**src/rtl/exu_pkg.sv**
```systemverilog
package exu_pkg;
  localparam int unsigned DATA_W = 16;
  localparam int unsigned TAG_W  = 3;
  localparam int unsigned SUM_W  = 32;
  localparam int unsigned MUL_W  = 8;
  localparam int unsigned OP_W   = 3;

  typedef enum logic [OP_W-1:0] {
    OP_AND = 3'd0,
    OP_OR  = 3'd1,
    OP_XOR = 3'd2,
    OP_ADD = 3'd3,
    OP_MUL = 3'd4
  } exu_op_e;
endpackage

```
**src/rtl/exu_rst_sync.sv**
```systemverilog
module exu_rst_sync (
  input  logic clk,
  input  logic rst_n,
  output logic rst_s_n
);
  logic [1:0] sync_q;

  always_ff @(posedge clk or negedge rst_n) begin
    if (!rst_n) sync_q <= 2'b00;
    else        sync_q <= {sync_q[0], 1'b1};
  end

  assign rst_s_n = sync_q[1];
endmodule

```
**src/rtl/exu_operand_sel.sv**
```systemverilog
module exu_operand_sel #(
  parameter int unsigned W = 16
) (
  input  logic [W-1:0] reg_val_i,
  input  logic [W-1:0] imm_val_i,
  input  logic         use_imm_i,
  output logic [W-1:0] opnd_o
);
  always_comb begin
    if (use_imm_i) opnd_o = imm_val_i;
    else           opnd_o = reg_val_i;
  end
endmodule

```
**src/rtl/exu_logic_unit.sv**
```systemverilog
module exu_logic_unit #(
  parameter int unsigned W = 16
) (
  input  logic [W-1:0] a_i,
  input  logic [W-1:0] b_i,
  output logic [W-1:0] and_o,
  output logic [W-1:0] or_o,
  output logic [W-1:0] xor_o
);
  always_comb begin
    and_o = a_i & b_i;
    or_o  = a_i | b_i;
    xor_o = a_i ^ b_i;
  end
endmodule

```
**src/rtl/exu_ripple_adder.sv**
```systemverilog
module exu_ripple_adder #(
  parameter int unsigned W = 32
) (
  input  logic [W-1:0] a_i,
  input  logic [W-1:0] b_i,
  output logic [W-1:0] sum_o
);
  logic [W-1:0] carry;

  assign carry[0] = 1'b0;

  for (genvar i = 0; i < W; i++) begin : g_bit
    assign sum_o[i] = a_i[i] ^ b_i[i] ^ carry[i];
    if (i < W - 1) begin : g_carry
      assign carry[i+1] = (a_i[i] & b_i[i]) | (carry[i] & (a_i[i] ^ b_i[i]));
    end
  end
endmodule

```
**src/rtl/exu_signed_mult.sv**
```systemverilog
module exu_signed_mult #(
  parameter int unsigned W = 8
) (
  input  logic [W-1:0]   a_i,
  input  logic [W-1:0]   b_i,
  output logic [2*W-1:0] prod_o
);
  localparam int unsigned PW = 2 * W;

  logic [PW-1:0] a_ext;
  logic [PW-1:0] acc [W+1];

  assign a_ext  = {{W{a_i[W-1]}}, a_i};
  assign acc[0] = '0;

  // Shift-add over the multiplier bits; the top bit carries negative weight.
  for (genvar i = 0; i < W; i++) begin : g_pp
    logic [PW-1:0] pp;
    assign pp = b_i[i] ? (a_ext << i) : '0;
    if (i == W - 1) begin : g_neg
      assign acc[i+1] = acc[i] - pp;
    end else begin : g_pos
      assign acc[i+1] = acc[i] + pp;
    end
  end

  assign prod_o = acc[W];
endmodule

```
**src/rtl/exu_result_mux.sv**
```systemverilog
module exu_result_mux
  import exu_pkg::*;
#(
  parameter int unsigned W = 16
) (
  input  logic [OP_W-1:0] op_i,
  input  logic [W-1:0]    and_i,
  input  logic [W-1:0]    or_i,
  input  logic [W-1:0]    xor_i,
  input  logic [W-1:0]    sum_i,
  input  logic [W-1:0]    prod_i,
  output logic [W-1:0]    res_o,
  output logic            legal_o
);
  always_comb begin
    res_o   = '0;
    legal_o = 1'b1;
    case (op_i)
      OP_AND:  res_o = and_i;
      OP_OR:   res_o = or_i;
      OP_XOR:  res_o = xor_i;
      OP_ADD:  res_o = sum_i;
      OP_MUL:  res_o = prod_i;
      default: legal_o = 1'b0;
    endcase
  end
endmodule

```
**src/rtl/exu_top.sv**
```systemverilog
module exu_top
  import exu_pkg::*;
#(
  parameter int unsigned DW  = DATA_W,
  parameter int unsigned TW  = TAG_W,
  parameter int unsigned AW  = SUM_W,
  parameter int unsigned MW  = MUL_W
) (
  input  logic            clk,
  input  logic            rst_n,
  input  logic            en_i,
  input  logic [OP_W-1:0] op_i,
  input  logic [DW-1:0]   rs_a_i,
  input  logic [DW-1:0]   imm_a_i,
  input  logic            use_imm_a_i,
  input  logic [DW-1:0]   rs_b_i,
  input  logic [DW-1:0]   imm_b_i,
  input  logic            use_imm_b_i,
  input  logic [TW-1:0]   dst_i,
  output logic [DW-1:0]   res_o,
  output logic [TW-1:0]   dst_o,
  output logic            vld_o
);
  localparam int unsigned EXT_W = AW - DW;
  localparam int unsigned PW    = 2 * MW;

  logic          rst_s_n;
  logic [DW-1:0] opa, opb;
  logic [DW-1:0] and_w, or_w, xor_w, res_w;
  logic [AW-1:0] sum_w;
  logic [PW-1:0] prod_w;
  logic          legal_w;

  logic [DW-1:0] res_d, res_q;
  logic [TW-1:0] dst_d, dst_q;
  logic          vld_d, vld_q;

  exu_rst_sync u_rst (.clk(clk), .rst_n(rst_n), .rst_s_n(rst_s_n));

  exu_operand_sel #(.W(DW)) u_sel_a (
    .reg_val_i(rs_a_i), .imm_val_i(imm_a_i), .use_imm_i(use_imm_a_i), .opnd_o(opa));
  exu_operand_sel #(.W(DW)) u_sel_b (
    .reg_val_i(rs_b_i), .imm_val_i(imm_b_i), .use_imm_i(use_imm_b_i), .opnd_o(opb));

  exu_logic_unit #(.W(DW)) u_logic (
    .a_i(opa), .b_i(opb), .and_o(and_w), .or_o(or_w), .xor_o(xor_w));

  exu_ripple_adder #(.W(AW)) u_add (
    .a_i({{EXT_W{opa[DW-1]}}, opa}),
    .b_i({{EXT_W{opb[DW-1]}}, opb}),
    .sum_o(sum_w));

  exu_signed_mult #(.W(MW)) u_mul (
    .a_i(opa[MW-1:0]), .b_i(opb[MW-1:0]), .prod_o(prod_w));

  exu_result_mux #(.W(DW)) u_mux (
    .op_i(op_i), .and_i(and_w), .or_i(or_w), .xor_i(xor_w),
    .sum_i(sum_w[DW-1:0]), .prod_i(prod_w),
    .res_o(res_w), .legal_o(legal_w));

  // two sign-extended operands leave the upper half of the wide sum as pure sign copies
  always_comb begin
    sum_ext_chk: assert ((sum_w[AW-1:DW] == '0) || (&sum_w[AW-1:DW]));
  end

  // Next state: the enable gates every field of the output register.
  always_comb begin
    if (en_i) begin
      res_d = res_w;
      dst_d = dst_i;
      vld_d = legal_w;
    end else begin
      res_d = res_q;
      dst_d = dst_q;
      vld_d = vld_q;
    end
  end

  always_ff @(posedge clk or negedge rst_s_n) begin
    if (!rst_s_n) begin
      res_q <= '0;
      dst_q <= '0;
      vld_q <= 1'b0;
    end else begin
      res_q <= res_d;
      dst_q <= dst_d;
      vld_q <= vld_d;
    end
  end

  assign res_o = res_q;
  assign dst_o = dst_q;
  assign vld_o = vld_q;


  gate_hold_chk: assert property (@(posedge clk) disable iff (!rst_s_n)
    !en_i |=> ($stable(res_o) && $stable(dst_o) && $stable(vld_o)));


  tag_follow_chk: assert property (@(posedge clk) disable iff (!rst_s_n)
    en_i |=> (dst_o == $past(dst_i)));


  nop_slot_chk: assert property (@(posedge clk) disable iff (!rst_s_n)
    (en_i && (op_i > OP_MUL)) |=> (!vld_o && (res_o == '0)));


  valid_set_chk: assert property (@(posedge clk) disable iff (!rst_s_n)
    (en_i && (op_i <= OP_MUL)) |=> vld_o);


  add_low_chk: assert property (@(posedge clk) disable iff (!rst_s_n)
    (en_i && (op_i == OP_ADD)) |=> (res_o == $past(opa + opb)));


  mul_byte_chk: assert property (@(posedge clk) disable iff (!rst_s_n)
    (en_i && (op_i == OP_MUL)) |=>
      (res_o == $past({{MW{opa[MW-1]}}, opa[MW-1:0]} * {{MW{opb[MW-1]}}, opb[MW-1:0]})));
endmodule

```
**config.mk**
```make
export PLATFORM = sky130hd
export DESIGN_NAME = exu_top
export DESIGN_NICKNAME = d
export VERILOG_FILES = /design/src/rtl/exu_pkg.sv /design/src/rtl/exu_rst_sync.sv /design/src/rtl/exu_operand_sel.sv /design/src/rtl/exu_logic_unit.sv /design/src/rtl/exu_ripple_adder.sv /design/src/rtl/exu_signed_mult.sv /design/src/rtl/exu_result_mux.sv /design/src/rtl/exu_top.sv
export SDC_FILE = /design/constraint.sdc
export NUM_CORES = 1
export LEC_CHECK = 0
export ABC_CLOCK_PERIOD_IN_PS = 1000
export BUFFER_PORTS_ARGS = -buffer_cell sky130_fd_sc_hd__clkbuf_2
export CAP_MARGIN = 5
export CORE_ASPECT_RATIO = 0.5
export CORE_UTILIZATION = 40
export CTS_BUF_LIST = sky130_fd_sc_hd__clkbuf_16
export DETAILED_ROUTE_END_ITERATION = 8
export GPL_ROUTABILITY_DRIVEN = 0
export SETUP_SLACK_MARGIN = 0.3
export SYNTH_ARGS = -nofsm -noshare
export SYNTH_HDL_FRONTEND = slang
export SYNTH_SLANG_ARGS = --single-unit
export TNS_END_PERCENT = 10
```
**constraint.sdc**
```tcl
create_clock -name clk -period 1 [get_ports clk]
set_clock_uncertainty 0.1 [all_clocks]
set_input_delay 0.05 -clock clk [delete_from_list [all_inputs] [get_ports clk]]
set_output_delay 0.05 -clock clk [all_outputs]
set_load 0.005 [all_outputs]
```
Word level (Yosys, flattened, before mapping)
Cells that the tools add are included.

operators by class
  add/subtract/negate cells = 7
  equal/unequal tests = 4
  muxes and demuxes = 12
  bitwise logic cells = 77
  reductions and logical operators = 2

operators with widths
  kind                                                                    number
  16-bit two-way mux                                                      10
  16-bit adder                                                            6
  16-bit case mux with 5 select lines                                     1
  1-bit XOR                                                               31
  1-bit bitwise AND                                                       29
  16-bit bitwise AND                                                      1
  16-bit bitwise OR                                                       1
  16-bit subtractor                                                       1
  16-bit XOR                                                              1
  1-bit bitwise OR                                                        14
  3-bit by 2-bit equality test with 1-bit output (second input constant)  2
  5-bit OR reduction                                                      1
  3-bit by 1-bit equality test with 1-bit output (second input constant)  1
  3-bit equality test (second input constant)                             1
  3-bit logical NOT                                                       1
  1-bit two-way mux                                                       1

word-level totals
  register bits after elaboration = 22
  input port bits = 75
  logic and storage cells = 106

Longest topological paths before layout
Gate-level depths: netlist of the first run.

  depth after elaboration = 32
  depth in mapped cells = 28
  mapped depth without buffers = 26

By module
Synthesis of the first run repeated with hierarchy kept, for this count alone.

unflattened totals
  cell total of the unflattened synthesis = 570
  area, all modules = 5814.3 um^2

modules (own cells, without submodules)
  module            times used  cells each  area each (um^2)  seq. area each (um^2)
  exu_signed_mult   1           290         2501.1            0.0
  exu_top           1           42          823.3             500.5
  exu_result_mux    1           82          701.9             0.0
  exu_ripple_adder  1           37          655.6             0.0
  exu_logic_unit    1           80          580.6             0.0
  exu_operand_sel   2           18          249.0             0.0
  exu_rst_sync      1           3           53.8              50.0

Worst setup path before layout of the first run
No wires, ideal clock.

  kind = input port to flip-flop
  start point = input use_imm_a_i
  end point = register res_q[14], in the netlist res_o[14]
  setup time = 72 ps
  data arrival time = 8170 ps
  data required time = 828 ps
  path slack = -7342 ps
  cell stages on the path = 27
  path buffers = 2
  cell sequence = buf_2 > buf_2 > mux2i_1 > inv_1 > ha_1 > inv_1 > fa_1 > fa_1 > fa_1 > fa_1 > fa_1 > fa_1 > fa_1 > fa_1 > fa_1 > fa_1 > fa_1 > fa_1 > inv_1 > fa_1 > inv_1 > fa_1 > mux4_2 > o21ai_2 > nor2_1 > mux2_2 > nor2_1

between the ends
  longest elaborated chain between the ends = 30
  elaborated cells between the ends (all ways) = 75

ends and longest elaborated chain
  item                                                                   line                   RTL
  start, declared                                                        exu_top.sv:15          input logic use_imm_a_i,
  16-bit two-way mux *                                                   exu_operand_sel.sv:10  if (use_imm_i) opnd_o = imm_val_i;
  parallel branches: the longest is 28 deep, another holds 16-bit adder  -
  16-bit case mux with 5 select lines *                                  exu_result_mux.sv:18   case (op_i)
  end signal, assigned                                                   exu_top.sv:85          res_q <= res_d;
  end, declared                                                          exu_top.sv:34          logic [DW-1:0] res_d, res_q;

Mark *: on every way between the ends.
A chain may end at the register's enable or synchronous reset.

Worst setup path in the final report of the first run
Ends and elaborated chain as after synthesis.

==> flow_summary.yaml, run 1 <==
die:
  placementRows: 27
  floorplan.initialDensity: 0.423
  die_footprint_um2: 12400
  die_height_um: 79.4
  coreArea_um2: 11300
  chipWidth_um: 157
  io_pins: 95
grt:
  wire_length_of_the_first_global_routing_pass_um: 20900
  grt_max_degree: 23
  antenna_violations_before_repair: 0
  grt.overflow.total: 0
  grt_usage: 0.218
  via_count_of_the_first_global_routing_pass: 4354
timing:
  finalSetupViolCount: 16
  timing_max_transition_violations_final: 0
  rsz_0062_raised_after_global_routing: "yes"
  worst_hold_slack_ps: -74.8
  f_max_mhz: 154
  finalHoldViolCount: 3
  worst_slack_ps: -5490
  final_worst_path_cycle_share: 6.49
  min_period_ps: 6490
cells_and_area:
  syn2layout_area_growth_pct: 39.8
  num_antenna_cells: 0
  design.final.nets: 919
  seq_area_um2: 551
  final_util: 0.592
  multi_input_area_um2: 3930
  final_common_cell: "sky130_fd_sc_hd__buf_4"
  most-common-layout-cells: "sky130_fd_sc_hd__buf_4 (107), sky130_fd_sc_hd__inv_1 (104), sky130_fd_sc_hd__clkbuf_2 (81)"
  fillCellCount: 997
  final_layout_size_suffix_gt1_frac: 0.380
setup_path:
  worst-endpoint-required_ps: 1090
  critical-path-slowest-cell: "sky130_fd_sc_hd__mux4_2"
  worstPathBufferInverterCount: 5
  crit_type: "in -> reg"
  critPathMostFrequentCell: "sky130_fd_sc_hd__fa_2"
  cp.arrival_ps: 6580
  worstSetupStartpointType: "input pin"
  critPathCaptureType: "flop"
  worst-path-max-fanout: 3
  crit_family: "adder cells"
  worst_path_largest_cell_delay_ps: 490
status:
  failed_checks: "negative hold slack, negative setup slack"
  status: "finished, violations left"
route:
  route.final.wire_length_um: 12100
  vias: 4159
  drt.antenna.violating_nets: 0
  routed_via_density: 4.76
  drc: 0
  drt_first_iter_violations: 162
  detail_route.first_pass.iterations: 4
  avgRoutedWirePerCell_um: 13.8
clock_network:
  cts.path.max_buffers: 2
  post_cts_hold_buffer_count: 1
  h-tree-depth: 1
  tritoncts: "done"
  clock-root-buffer: "sky130_fd_sc_hd__clkbuf_16"
  sink_count_of_the_clock_tree: 22
  numCtsBuffers: 3
  clock_latency_ps: 260
  clk_pin_slew_ps: 60
synth:
  synth_nets: 718
  synth.ff_latch_count: 22
  syn_inst: 516
  yosysWarningCount: 0
  synthesis.area_per_instance_um2: 9.28
  synth_sequential_area_ratio: 0.115
  netlist_area_um2: 4790
  synth.distinct_cells: 43
flow_run:
  count_of_max_cap_constraint_violations: 0
pwr:
  ir_worst_vdd_mv: 1.95
  power_density_nw_per_um2: 2330
  power_leakage_nw: 3.46
placed_design:
  place.port_buffers: 94
  place.detailed.hpwl_um: 10700
hold_path:
  hold_path_class: "in -> reg"
## sequential cells by signal (all words and copies together), names as in the netlist
name,flops
vld_o,1
res_o,16
dst_o,3
u_rst.sync_q,2
## metal layers
layer / up-vias / GRT usage / part of all wire
met5: - / 0 / 0
met4: 0 / 0.0157 / 0.0072
met3: 9 / 0.0413 / 0.058
met2: 103 / 0.356 / 0.45
met1: 1991 / 0.312 / 0.49
li1: 2056 / - / -
## stage by stage
stage | instances | area (µm²) | setup slack [ps] | power (mW) | TNS (ps)
after CTS | 873 | 6590 | -5530 | 15.5 | -53400
final | 874 | 6700 | -5490 | 15.6 | -52510
after global placement | 865 | 6370 | -5820 | 14.2 | -59520
after detailed placement | 865 | 6370 | -5920 | 14.4 | -60530
after global routing | 874 | 6700 | -5650 | 17.6 | -55360
after floorplan | 516 | 4890 | -5690 | 9.73 | -53700
## report_power, final
group,internal [mW],switching (mW)
registers,1.09,0.120
logic,6.87,6.67
clock network,0.528,0.309
## path summary, 6_finish.rpt
path / start / endpoint / slack [ps] / depth (start not counted)
max in group asynchronous: u_rst.sync_q[1]$_DFF_PN0_ / res_o[15]$_DFFE_PN0P_ / 470 / 1
worst min register to register: u_rst.sync_q[1]$_DFF_PN0_ / dst_o[1]$_DFFE_PN0P_ / 110 / 1
worst max register to register: dst_o[0]$_DFFE_PN0P_ / dst_o[0]$_DFFE_PN0P_ / 140 / 1
worst min-delay path: dst_i[1] / dst_o[1]$_DFFE_PN0P_ / -70 / 2
worst max-delay path: use_imm_a_i / res_o[14]$_DFFE_PN0P_ / -5490 / 26
min in group asynchronous: rst_n / u_rst.sync_q[1]$_DFF_PN0_ / 0 / 2
## cell families after synthesis
family                   count (synthesis)  synth area share
adder cells (fa/ha/maj)                127             0.443
buffers and inverters                  126             0.103
AND/OR/NAND/NOR                        106            0.0904
AO/OA/AOI/OAI                           74            0.0951
multiplexers                            47             0.129
flip-flops                              22             0.115
XOR/XNOR                                13            0.0238
other                                    1          0.000783
## cell usage after synthesis, drive strengths merged
cell / instances / share of area
inv: 110 / 0.086
fa: 71 / 0.30
ha: 56 / 0.15
nor2: 56 / 0.044
nand2: 37 / 0.029
mux2i: 30 / 0.063
a21oi: 28 / 0.029
dfrtp: 22 / 0.11
o21ai: 17 / 0.019
mux4: 11 / 0.052
buf: 10 / 0.012
xnor2: 10 / 0.018
a211oi: 7 / 0.011
clkbuf: 6 / 0.0047
mux2: 6 / 0.014
o21a: 5 / 0.0078
o221ai: 4 / 0.0073
nand2b: 3 / 0.0039
xor2: 3 / 0.0055
a21o: 2 / 0.0031
a31oi: 2 / 0.0026
nor3: 2 / 0.0021
nor3b: 2 / 0.0031
o211ai: 2 / 0.0031
o22a: 2 / 0.0037
a2111oi: 1 / 0.0018
and2: 1 / 0.0013
and2b: 1 / 0.0016
conb: 1 / 0.00078
nand3b: 1 / 0.0016
nor2b: 1 / 0.0013
nor4: 1 / 0.0013
o21bai: 1 / 0.0016
o22ai: 1 / 0.0013
o31a: 1 / 0.0018
o32a: 1 / 0.0021
or3: 1 / 0.0013
## final cells by class
| cell class | count | area share |
|---|---|---|
| Tap cell | 159 | 0.0297 |
| Clock buffer | 3 | 0.0112 |
| Multi-Input combinational cell | 368 | 0.587 |
| Sequential cell | 22 | 0.0822 |
| Inverter | 110 | 0.0617 |
| Timing Repair Buffer | 212 | 0.229 |
## repair_timing
action / CTS / global route
hold endpoints to repair: 5 / 3
setup buffers: 4 / 1
resized for setup: 22 / 32
pin swaps: 4 / 4
endpoints found under the setup margin: 40 / 40
Power figures use the tool's default switching activity.
==> run 2, diff against run 1 <==
--- a/config.mk
+++ b/config.mk
@@ -13,6 +13,7 @@
 export CTS_BUF_LIST = sky130_fd_sc_hd__clkbuf_16
 export DETAILED_ROUTE_END_ITERATION = 8
 export GPL_ROUTABILITY_DRIVEN = 0
+export RECOVER_POWER = 100
 export SETUP_SLACK_MARGIN = 0.3
 export SYNTH_ARGS = -nofsm -noshare
 export SYNTH_HDL_FRONTEND = slang
==> run 2 against run 1 <==
Flip-flop and latch count did not move. Critical endpoint unchanged. The flow still finishes with violations (negative hold slack, negative setup slack). Sequential power barely moved. Highest routed layer unchanged. Critical path type unchanged. Global-route usage did not move. Clock power barely moved. Non-clock buffer count did not move. Cell count did not move.
==> flow_summary.yaml, run 2 (synthesis gave the netlist of run 1 again) <==
placed_design:
  dp_slack_ps: -5920
  place.detailed.hpwl_um: 10700
  place.port_buffers: 94
  dp.cells: 865
route:
  drt.antenna.violating_nets: 0
  detail_route.first_pass.iterations: 4
  drc: 0
  avgRoutedWirePerCell_um: 13.8
  routed_via_density: 4.73
  drt_first_iter_violations: 183
  vias: 4138
  route.final.wire_length_um: 12100
cells_and_area:
  design.final.nets: 919
  final_common_cell: "sky130_fd_sc_hd__buf_4"
  syn2layout_area_growth_pct: 38.9
  most-common-layout-cells: "sky130_fd_sc_hd__buf_4 (106), sky130_fd_sc_hd__inv_1 (104), sky130_fd_sc_hd__clkbuf_2 (77)"
  post_layout_nonfiller_instances: 874
  num_antenna_cells: 0
  final_layout_size_suffix_gt1_frac: 0.358
  largest_register_ff_count: 16
grt:
  grt.overflow.total: 0
  via_count_of_the_first_global_routing_pass: 4354
  antenna_violations_before_repair: 0
  grt_usage: 0.218
  wire_length_of_the_first_global_routing_pass_um: 20900
  grt_max_degree: 23
die:
  io_pins: 95
  floorplan.initialDensity: 0.423
  die_footprint_um2: 12400
  chipWidth_um: 157
  placementRows: 27
  die_height_um: 79.4
  coreArea_um2: 11300
clock_network:
  tritoncts: "done"
  clk_pin_slew_ps: 60
  post_cts_hold_buffer_count: 1
  h-tree-depth: 1
  sink_count_of_the_clock_tree: 22
  clock-root-buffer: "sky130_fd_sc_hd__clkbuf_16"
  numCtsBuffers: 3
  cts.path.max_buffers: 2
  clock_latency_ps: 260
setup_path:
  critPathCaptureType: "flop"
  reg2reg_slack_ps: 130
  crit_type: "in -> reg"
  worstSetupStartpointType: "input pin"
  worst-path-max-fanout: 3
  cp.arrival_ps: 6580
  worst-endpoint-required_ps: 1090
timing:
  min_period_ps: 6490
  timing_max_transition_violations_final: 0
  finalHoldViolCount: 3
  finalSetupViolCount: 16
  rsz_0062_raised_after_global_routing: "yes"
  max_slew.worst_pin.slew_ps: 508
  worst_slack_ps: -5490
  worst_hold_slack_ps: -87.8
  maxSlewHeadroom: 0.661
  final_worst_path_cycle_share: 6.49
  f_max_mhz: 154
status:
  status: "finished, violations left"
  failed_checks: "negative hold slack, negative setup slack"
pwr:
  power_density_nw_per_um2: 2330
  ir_worst_vdd_mv: 1.95
  power_leakage_nw: 3.40
flow_run:
  count_of_max_cap_constraint_violations: 0
hold_path:
  hold_path_class: "in -> reg"
## run 2: cell type report
class	instances	area (µm²)
multi-input cells	368	3920
fillers	1007	4660
flip-flops and latches	22	551
well taps	159	199
clock buffers	3	75.1
inverters	110	413
repair buffers	212	1500
## run 2: timing repair
item | CTS | global route
hold endpoints to repair | 5 | 3
endpoints found under the setup margin | 40 | 40
resized for setup | 22 | 32
pin swaps | 4 | 4
setup buffers | 4 | 1
## run 2: worst paths after layout
kind / cells after the start / start / endpoint
worst max-delay path: 26 / use_imm_a_i / res_o[14]$_DFFE_PN0P_
worst min-delay path: 2 / dst_i[0] / dst_o[0]$_DFFE_PN0P_
worst max register to register: 1 / dst_o[0]$_DFFE_PN0P_ / dst_o[0]$_DFFE_PN0P_
worst min register to register: 1 / u_rst.sync_q[1]$_DFF_PN0_ / dst_o[1]$_DFFE_PN0P_
max in group asynchronous: 1 / u_rst.sync_q[1]$_DFF_PN0_ / res_o[15]$_DFFE_PN0P_
min in group asynchronous: 2 / rst_n / u_rst.sync_q[1]$_DFF_PN0_
## run 2: per-stage QoR
stage          setup TNS, ps  total power [mW]  utilization  cell area (µm²)  hold slack (ps)
2_1_floorplan         -53700              9.73            -             4890             -346
3_3_place_gp          -59520              14.2        0.563             6370             -263
3_5_place_dp          -60530              14.4        0.563             6370             -261
4_1_cts               -53400              15.5        0.582             6590            -73.0
5_1_grt               -55370              17.5        0.588             6650            -74.9
6_report              -52480              15.5        0.588             6650            -87.8
## run 2: power breakdown
group	internal [mW]	switching [mW]
clock network	0.528	0.306
logic	6.83	6.66
registers	1.09	0.123
## run 2: worst max-delay path: stages
cell and delay [ps]:
sky130_fd_sc_hd__clkbuf_16 140, sky130_fd_sc_hd__mux2i_4 180, sky130_fd_sc_hd__inv_2 70, sky130_fd_sc_hd__ha_4 150, sky130_fd_sc_hd__inv_2 40, sky130_fd_sc_hd__fa_2 350
sky130_fd_sc_hd__fa_2 350, sky130_fd_sc_hd__fa_2 350, sky130_fd_sc_hd__fa_2 340, sky130_fd_sc_hd__fa_2 360, sky130_fd_sc_hd__fa_2 350, sky130_fd_sc_hd__fa_2 370
sky130_fd_sc_hd__fa_2 350, sky130_fd_sc_hd__fa_2 340, sky130_fd_sc_hd__fa_2 350, sky130_fd_sc_hd__fa_2 350, sky130_fd_sc_hd__fa_2 350, sky130_fd_sc_hd__inv_2 70
sky130_fd_sc_hd__fa_2 190, sky130_fd_sc_hd__inv_2 40, sky130_fd_sc_hd__fa_2 390, sky130_fd_sc_hd__mux4_2 490, sky130_fd_sc_hd__o21ai_2 160, sky130_fd_sc_hd__nor2_1 70
sky130_fd_sc_hd__mux2_4 260, sky130_fd_sc_hd__nor2_2 70
## run 2: per-layer routing
metal	routed length, µm	global-route usage	vias up
met5	0	0	-
met4	87	0.0157	0
met3	745	0.0413	9
met2	5380	0.356	92
met1	5850	0.312	1987
li1	-	-	2050
==> run 3, diff against run 2 <==
--- a/config.mk
+++ b/config.mk
@@ -5,7 +5,7 @@
 export SDC_FILE = /design/constraint.sdc
 export NUM_CORES = 1
 export LEC_CHECK = 0
-export ABC_CLOCK_PERIOD_IN_PS = 1000
+export ABC_CLOCK_PERIOD_IN_PS = 6900
 export BUFFER_PORTS_ARGS = -buffer_cell sky130_fd_sc_hd__clkbuf_2
 export CAP_MARGIN = 5
 export CORE_ASPECT_RATIO = 0.5
@@ -13,8 +13,10 @@
 export CTS_BUF_LIST = sky130_fd_sc_hd__clkbuf_16
 export DETAILED_ROUTE_END_ITERATION = 8
 export GPL_ROUTABILITY_DRIVEN = 0
+export MAX_ROUTING_LAYER = met4
 export RECOVER_POWER = 100
 export SETUP_SLACK_MARGIN = 0.3
+export SKIP_LAST_GASP = 1
 export SYNTH_ARGS = -nofsm -noshare
 export SYNTH_HDL_FRONTEND = slang
 export SYNTH_SLANG_ARGS = --single-unit
==> constraint.sdc (replaced) <==
create_clock -name clk -period 6.9 [get_ports clk]
set_clock_uncertainty 0.1 [all_clocks]
set_input_delay 0.345 -clock clk [delete_from_list [all_inputs] [get_ports clk]]
set_output_delay 0.345 -clock clk [all_outputs]
set_load 0.005 [all_outputs]
==> run 3 against run 2 <==
The flow now finishes without violations. Critical path depth did not move. Global-route usage fell by 0.58 points. Sequential power fell by 85%. First-iteration DRC count fell by 9.8%. Combinational power fell by 88%. Highest routed layer unchanged. Wire length fell by 6.4%. Largest cell class unchanged. Die area did not move. Register-to-register slack improved by 5800 ps.
==> flow_summary.yaml, run 3 (synthesis gave the netlist of run 1 again) <==
setup_path:
  worstReg2RegEnd: "res_o[7]$_DFFE_PN0P_"
  crit_end: "res_o[14]$_DFFE_PN0P_"
  worst-endpoint-required_ps: 6990
  worstReg2RegStart: "u_rst.sync_q[1]$_DFF_PN0_"
  crit_path_start: "use_imm_a_i"
  reg2reg_slack_ps: 5940
  r2r_cells: 0
  critPathCaptureType: "flop"
  crit_type: "in -> reg"
  worst-path-max-fanout: 3
  worstSetupStartpointType: "input pin"
  cp.arrival_ps: 6920
status:
  status: "completed"
grt:
  via_count_of_the_first_global_routing_pass: 4006
  wire_length_of_the_first_global_routing_pass_um: 19800
  grt_max_degree: 39
  grt.overflow.total: 0
  antenna_violations_before_repair: 0
  grt_usage: 0.212
placed_design:
  place.detailed.hpwl_um: 9830
  place.port_buffers: 94
  place_area_um2: 5580
  dp.cells: 771
  dp_slack_ps: -297
die:
  placementRows: 27
  die_height_um: 79.4
  die_footprint_um2: 12400
  io_pins: 95
  chipWidth_um: 157
  coreArea_um2: 11300
  floorplan.initialDensity: 0.423
cells_and_area:
  largest_register_ff_count: 16
  syn2layout_area_growth_pct: 17.9
  post_layout_nonfiller_instances: 775
  num_antenna_cells: 0
  finish.instance_area_um2: 5650
  fillCellCount: 1109
  most-common-layout-cells: "sky130_fd_sc_hd__inv_1 (106), sky130_fd_sc_hd__clkbuf_2 (79), sky130_fd_sc_hd__fa_1 (58)"
  design.final.nets: 820
  final_layout_size_suffix_gt1_frac: 0.224
  final_common_cell: "sky130_fd_sc_hd__inv_1"
route:
  avgRoutedWirePerCell_um: 14.6
  vias: 3762
  route.layer.met1.wl_um: 5620
  route.top_layer_used: "met4"
  drt.antenna.violating_nets: 0
  detail_route.first_pass.iterations: 4
  routed-wl-met3_um: 696
  drc: 0
  wl_met2_um: 4930
  route.final.wire_length_um: 11300
  routed_via_density: 4.85
  drt_first_iter_violations: 165
timing:
  min_period_ps: 6830
  rsz_0062_raised_after_global_routing: "yes"
  max_slew.worst_pin.slew_ps: 862
  finalSetupViolCount: 0
  f_max_mhz: 146
  worst_slack_ps: 71.2
  finalHoldViolCount: 0
  timing_max_transition_violations_final: 0
  maxSlewHeadroom: 0.409
  final_worst_path_cycle_share: 0.990
clock_network:
  sink_count_of_the_clock_tree: 22
  numCtsBuffers: 3
  clk_pin_slew_ps: 60
  tritoncts: "done"
  cts.path.max_buffers: 2
  post-cts-setup-buffers: 0
  clock-root-buffer: "sky130_fd_sc_hd__clkbuf_16"
  clock_latency_ps: 250
  h-tree-depth: 1
pwr:
  power_leakage_nw: 2.85
  ir_worst_vdd_mv: 0.234
  totalPowerFinal_mw: 1.89
  power_density_nw_per_um2: 335
flow_run:
  count_of_max_cap_constraint_violations: 0
hold_path:
  hold_path_class: "in -> reg"
run 3: metrics by stage:
stage	hold slack (ps)	utilization	setup TNS (ps)
after floorplan	-50.6	-	-113
after global placement	33.0	0.493	-238
after detailed placement	34.2	0.493	-307
after CTS	220	0.500	0
after global routing	219	0.499	-164
final	222	0.499	0
run 3: layout make-up:
cell class	instances	area [µm²]	share of cell area
clock buffer	3	75.1	0.0133
timing repair buffer	113	601	0.106
sequential	22	551	0.0975
tap	159	199	0.0352
inverter	110	413	0.0731
multi-input combinational	368	3810	0.675
run 3: routing by layer:
layer	vias up	global-route usage
li1	1846	-
met1	1815	0.302
met2	97	0.333
met3	4	0.0309
met4	0	0.0157
met5	-	-
run 3: how the worst min path moves through the flow:
stage              from                        end  slack (ps)  cells after the start
3_3_place_gp      rst_n  u_rst.sync_q[1]$_DFF_PN0_          30                      1
5_1_grt        dst_i[1]       dst_o[1]$_DFFE_PN0P_         220                      2
6_report       dst_i[1]       dst_o[1]$_DFFE_PN0P_         220                      2
2_1_floorplan     rst_n  u_rst.sync_q[0]$_DFF_PN0_         -50                      0
3_5_place_dp      rst_n  u_rst.sync_q[1]$_DFF_PN0_          30                      1
4_1_cts        dst_i[1]       dst_o[1]$_DFFE_PN0P_         220                      2
run 3: where the power goes:
group | internal (mW) | leakage (nW) | switching, mW
Sequential | 0.158 | 0.258 | 0.0192
Combinational | 0.716 | 2.56 | 0.876
Clock | 0.0765 | 0.0370 | 0.0438
run 3: critical path, cell delays in order:
cell                      delay, ps
sky130_fd_sc_hd__buf_4          150
sky130_fd_sc_hd__mux2i_4        190
sky130_fd_sc_hd__inv_2           70
sky130_fd_sc_hd__ha_4           130
sky130_fd_sc_hd__inv_2           40
sky130_fd_sc_hd__fa_2           360
sky130_fd_sc_hd__fa_2           350
sky130_fd_sc_hd__fa_2           350
sky130_fd_sc_hd__fa_2           350
sky130_fd_sc_hd__fa_2           340
sky130_fd_sc_hd__fa_2           360
sky130_fd_sc_hd__fa_2           340
sky130_fd_sc_hd__fa_2           350
sky130_fd_sc_hd__fa_2           350
sky130_fd_sc_hd__fa_2           350
sky130_fd_sc_hd__fa_2           380
sky130_fd_sc_hd__fa_2           340
sky130_fd_sc_hd__inv_2           60
sky130_fd_sc_hd__fa_2           180
sky130_fd_sc_hd__inv_2           40
sky130_fd_sc_hd__fa_1           420
sky130_fd_sc_hd__mux4_2         480
sky130_fd_sc_hd__o21ai_2        180
sky130_fd_sc_hd__nor2_1          60
sky130_fd_sc_hd__mux2_4         270
sky130_fd_sc_hd__nor2_2          70
run 3: what timing repair did:
action,4_1_cts,5_1_grt
setup endpoints to repair,2,3
hold buffers,1,0
endpoints found under the hold margin,2,0
resized for setup,1,2
pin swaps,1,2
gates cloned,0,0
